**config.mk**
```make
export PLATFORM = sky130hd
export DESIGN_NAME = refDivTop
export DESIGN_NICKNAME = d
export VERILOG_FILES = /design/src/rtl/refDivPkg.sv /design/src/rtl/refSync.sv /design/src/rtl/refEdgeCtrl.sv /design/src/rtl/refDivPath.sv /design/src/rtl/refDivTop.sv
export SDC_FILE = /design/constraint.sdc
export NUM_CORES = 1
export LEC_CHECK = 0
export CAP_MARGIN = 20
export CORE_MARGIN = 5
export CORE_UTILIZATION = 45
export DETAILED_ROUTE_END_ITERATION = 12
export PLACE_DENSITY = 0.72
export RECOVER_POWER = 50
export SYNTH_ARGS = -nofsm -noshare
export SYNTH_HDL_FRONTEND = slang
export SYNTH_SLANG_ARGS = --single-unit
```
**constraint.sdc**
```tcl
create_clock -name clk -period 1.9 [get_ports clk]
set_input_delay 0.38 -clock clk [delete_from_list [all_inputs] [get_ports clk]]
set_output_delay 0.38 -clock clk [all_outputs]
set_load 0.1 [all_outputs]
```
**src/rtl/refDivPkg.sv**
```systemverilog
package refDivPkg;

  // Strobes passed from edge control to the divider datapath
  typedef struct packed {
    logic evt;   // one active reference event this cycle
    logic hold;  // divider forced to its load state
  } divStrobeT;

endpackage

```
**src/rtl/refSync.sv**
```systemverilog
module refSync #(
  parameter int STAGES = 2
) (
  input  logic clk,
  input  logic rstN,
  input  logic dIn,
  output logic dOut
);

  logic [STAGES-1:0] chain;

  generate
    for (genvar i = 0; i < STAGES; i++) begin : gStage
      if (i == 0) begin : gFirst
        always_ff @(posedge clk or negedge rstN) begin
          if (!rstN) chain[0] <= 1'b0;
          else       chain[0] <= dIn;
        end
      end else begin : gNext
        always_ff @(posedge clk or negedge rstN) begin
          if (!rstN) chain[i] <= 1'b0;
          else       chain[i] <= chain[i-1];
        end
      end
    end
  endgenerate

  assign dOut = chain[STAGES-1];

endmodule

```
**src/rtl/refEdgeCtrl.sv**
```systemverilog
module refEdgeCtrl
  import refDivPkg::*;
#(
  parameter int SYNC_STAGES = 2
) (
  input  logic      clk,
  input  logic      rstN,
  input  logic      refIn,
  input  logic      dblEn,
  input  logic      cntRst,
  input  logic      pwrDown,
  output divStrobeT strobe
);

  logic refLvl;
  logic prevLvl;
  logic riseSeen;
  logic fallSeen;

  refSync #(.STAGES(SYNC_STAGES)) uSync (
    .clk  (clk),
    .rstN (rstN),
    .dIn  (refIn),
    .dOut (refLvl)
  );

  always_ff @(posedge clk or negedge rstN) begin
    if (!rstN) prevLvl <= 1'b0;
    else       prevLvl <= refLvl;
  end

  assign riseSeen = refLvl & ~prevLvl;
  assign fallSeen = ~refLvl & prevLvl;

  always_comb begin
    strobe.hold = cntRst | pwrDown;
    if (dblEn) strobe.evt = riseSeen | fallSeen;
    else       strobe.evt = fallSeen;
  end

  AST_EVT_NEEDS_MOVE: assert property (@(posedge clk) disable iff (!rstN)
    strobe.evt |-> (refLvl != $past(refLvl)));
  AST_SINGLE_FALL_ONLY: assert property (@(posedge clk) disable iff (!rstN)
    (strobe.evt && !dblEn) |-> !refLvl);

endmodule

```
**src/rtl/refDivPath.sv**
```systemverilog
module refDivPath
  import refDivPkg::*;
#(
  parameter int R_WIDTH = 4
) (
  input  logic               clk,
  input  logic               rstN,
  input  divStrobeT          strobe,
  input  logic [R_WIDTH-1:0] rDiv,
  output logic               tick
);

  localparam logic [R_WIDTH-1:0] ONE = R_WIDTH'(1);

  logic [R_WIDTH-1:0] cnt;
  logic [R_WIDTH-1:0] divHeld;
  logic [R_WIDTH-1:0] divEff;
  logic [R_WIDTH-1:0] divNow;
  logic [R_WIDTH-1:0] cntNext;
  logic               wrap;

  assign divEff  = (rDiv == '0) ? ONE : rDiv;
  assign divNow  = (cnt == '0) ? divEff : divHeld;
  assign cntNext = cnt + ONE;
  assign wrap    = (cntNext == divNow);

  always_ff @(posedge clk or negedge rstN) begin
    if (!rstN) begin
      cnt     <= '0;
      divHeld <= ONE;
      tick    <= 1'b0;
    end else if (strobe.hold) begin
      cnt  <= '0;
      tick <= 1'b0;
    end else begin
      tick <= strobe.evt & wrap;
      if (strobe.evt) begin
        if (cnt == '0) divHeld <= divEff;
        cnt <= wrap ? '0 : cntNext;
      end
    end
  end

  AST_HOLD_NO_TICK: assert property (@(posedge clk) disable iff (!rstN)
    strobe.hold |=> !tick);
  AST_HOLD_LOADS: assert property (@(posedge clk) disable iff (!rstN)
    strobe.hold |=> (cnt == '0));
  AST_CNT_BELOW_DIV: assert property (@(posedge clk) disable iff (!rstN)
    (cnt != '0) |-> (cnt < divHeld));
  AST_DIV_STABLE: assert property (@(posedge clk) disable iff (!rstN)
    (cnt != '0) |=> $stable(divHeld));
  AST_TICK_FROM_EVT: assert property (@(posedge clk) disable iff (!rstN)
    tick |-> ($past(strobe.evt) && !$past(strobe.hold)));

endmodule

```
**src/rtl/refDivTop.sv**
```systemverilog
module refDivTop
  import refDivPkg::*;
#(
  parameter int SYNC_STAGES = 2,
  parameter int R_WIDTH     = 4
) (
  input  logic               clk,
  input  logic               rstN,
  input  logic               refIn,
  input  logic               dblEn,
  input  logic [R_WIDTH-1:0] rDiv,
  input  logic               cntRst,
  input  logic               pwrDown,
  output logic               pfdTick
);

  divStrobeT strobe;

  refEdgeCtrl #(.SYNC_STAGES(SYNC_STAGES)) uCtrl (
    .clk     (clk),
    .rstN    (rstN),
    .refIn   (refIn),
    .dblEn   (dblEn),
    .cntRst  (cntRst),
    .pwrDown (pwrDown),
    .strobe  (strobe)
  );

  refDivPath #(.R_WIDTH(R_WIDTH)) uPath (
    .clk    (clk),
    .rstN   (rstN),
    .strobe (strobe),
    .rDiv   (rDiv),
    .tick   (pfdTick)
  );

  AST_RESET_QUIET: assert property (@(posedge clk)
    !rstN |=> !pfdTick);

endmodule

```
==> impl_metrics.ini <==
[critical_path]
end_kind = flop
cp-start-kind = flop
arrival_ns = 2.10
worstPathMaxFanout = 5
crit_type = reg -> reg
cp.required_ns = 2.06
crit_slowest_cell = dfrtp_1
critPathBufInv = 1
max_stage_delay_ns = 0.40
path_delay_family = simple AND/OR/NAND/NOR gates
worstPathCellList = inv_2 > ha_4 > nor3b_4 > mux2i_2 > xor2_2 > nand4_4 > a32o_2

[synthesis]
ys_top_cells_by_area = dfrtp_1 (41%), ha_1 (5.6%), mux2_2 (5.1%)
ys.flop_type = dfrtp_1
yosys_register_bits = 12
synth_edf_count = 0
ys_types = 29
syn-cell-area_um2 = 666
yosys.area.top_type = dfrtp_1
ys_async_sr_fraction_pct = 100
ys_top_cells_by_count = dfrtp_1 (11), inv_1 (6), nand2_1 (5)
syn_area_per_cell_um2 = 11.3
yosysMostFrequentCell = dfrtp_1
yosysWarnings = 0
synth_cells = 59
yosysSeqAreaShare_pct = 45.3
syn_nets = 72
synth.top_cell.area_share_pct = 41.4

[floorplan]
boundaryPins = 11
rows = 13
core_um2 = 1350
die_w_um = 48.5
die_area_um2 = 2350
die-height_um = 48.5
start_util_pct = 49.3

[placement]
globalplace.congestion = 0.751
post-place-ws_ns = -0.142
hpwl_mm = 1.03
placed_area_um2 = 847
placed_cells = 91
portBuffers = 10

[power_and_ir_drop]
total_power_mw = 0.617
ir_drop_mv = 0.371
cellLeakagePower_nw = 0.392
power.density_nw_per_um2 = 684

[clock_tree]
numCtsBuffers = 3
clkTransAtPathRegs_ns = 0.07
clockRootBuffer = clkbuf_4
htreeDepth = 1
clock-sinks = 12
cts_hold_buf = 0
worstSkewPairLatency_ns = 0.27
clock_path_buffers = 2
cts_tree = yes

[run]
max_cap_viol_count = 0

[grt]
globalRouteTotalUtil_pct = 12.6
grt_pass1_vias = 502
grt_pass1_wl_mm = 2.35
grt_overflow = 0
grt_max_degree = 13
antenna_found_initial = 0

[cells_and_area]
postLayoutCoreUtil_pct = 66.9
nNetsFinal = 95
area_growth_pct = 35.7
n_antenna_cell = 0
drive_gt1_share_pct = 37.0
fin_cells = 96
postLayoutCellArea_um2 = 903

[routing]
dr_wl_met2_um = 707
wl_per_cell_um = 14.3
wl_met1_um = 638
route.detailed.drc = 0
routed_wl_mm = 1.37
maxUsedRoutingLayer = met3
ant_nets = 0
vias_per_cell = 5.18
met3_length_um = 24
vias = 497
drt_iter0_markers = 12
dr.pass1.iters = 4

[sta]
max_slew_margin_pct = 63.8
final_max_slew_viol_count = 0
clock.fmax_mhz = 516
period_needed_ns = 1.94
fin_crit_sh_pct = 102
fin_ws_ns = -0.0363
skew_ns = 0.00626
hold_viol_final = 0
rsz0062_at_grt = yes
worstMarginPinSlew_ns = 0.542
tns_ns = -0.0409
holdWs_ns = 0.351
finalSetupViolations = 2

[min_path]
min_path_type = reg -> reg

[outcome]
violations = setup timing
status = complete, but fails checks
[where the power goes]
part / internal (mW) / switching (mW) / leakage, nW / total (mW)
Sequential: 0.288 / 0.0188 / 0.150 / 0.307
Clock: 0.0812 / 0.0796 / 0.0150 / 0.161
Combinational: 0.0829 / 0.0672 / 0.227 / 0.150
[per-layer routing]
layer	vias up	track usage, %
met4	0	5.38
met5	-	0
met3	0	4.59
met1	242	18.3
met2	3	16.3
li1	252	-
[cell type report]
class                           instances  area, um^2
Tap cell                               15        18.8
Timing Repair Buffer                   18         158
Multi-Input combinational cell         41         377
Sequential cell                        12         302
Fill cell                             109         447
Inverter                                6        22.5
Clock buffer                            4        26.3
[what timing repair did]
item / in CTS / in global routing
resized for setup: 3 / 4
setup buffers: 1 / 0
pin swaps: 3 / 4
endpoints found under the setup margin: 2 / 5
[worst paths after layout]
path / startpoint / to / slack (ns) / cells after the start
worst max register to register: uPath.cnt[0] / uPath.cnt[1] / -0.04 / 7
worst max-delay path: uPath.cnt[0] / uPath.cnt[1] / -0.04 / 7
worst min-delay path: uCtrl.uSync.chain[0] / uCtrl.uSync.dOut / 0.35 / 0
max in group asynchronous: rstN / uPath.divHeld[0] / 1.00 / 1
worst min register to register: uCtrl.uSync.chain[0] / uCtrl.uSync.dOut / 0.35 / 0
min in group asynchronous: rstN / uPath.tick / 0.53 / 1
[kinds of logic (layout without fill, tap and decap cells)]
family	count (synthesis)	count (layout)	share of synthesized area, %
adder cells (fa/ha/maj)	3	3	5.64
multiplexers	5	5	8.08
buffers and inverters	6	28	3.38
AO/OA/AOI/OAI	9	9	9.02
AND/OR/NAND/NOR	19	19	19.7
XOR/XNOR	5	5	8.84
flip-flops	12	12	45.3
[registers in the layout (all words and copies together), names as in the netlist]
name,cells
uPath.cnt,4
uPath.divHeld,4
uCtrl.prevLvl,1
uCtrl.uSync.chain,1
uCtrl.uSync.dOut,1
uPath.tick,1
[layout by cell type (no fill, tap or decap), types with 2 or more instances in the layout]
cell and count:
inv_2 2, o21ai_1 2, clkdlybuf4s50_1 7, buf_4 9, xnor2_1 2, dfrtp_1 11, nor2_1 3, nand2_1 4
nor3_1 2, ha_1 2, inv_1 4, dlygate4sd3_1 2, mux2_2 3, mux2i_2 2, clkbuf_4 3
Power figures use the tool's default switching activity.
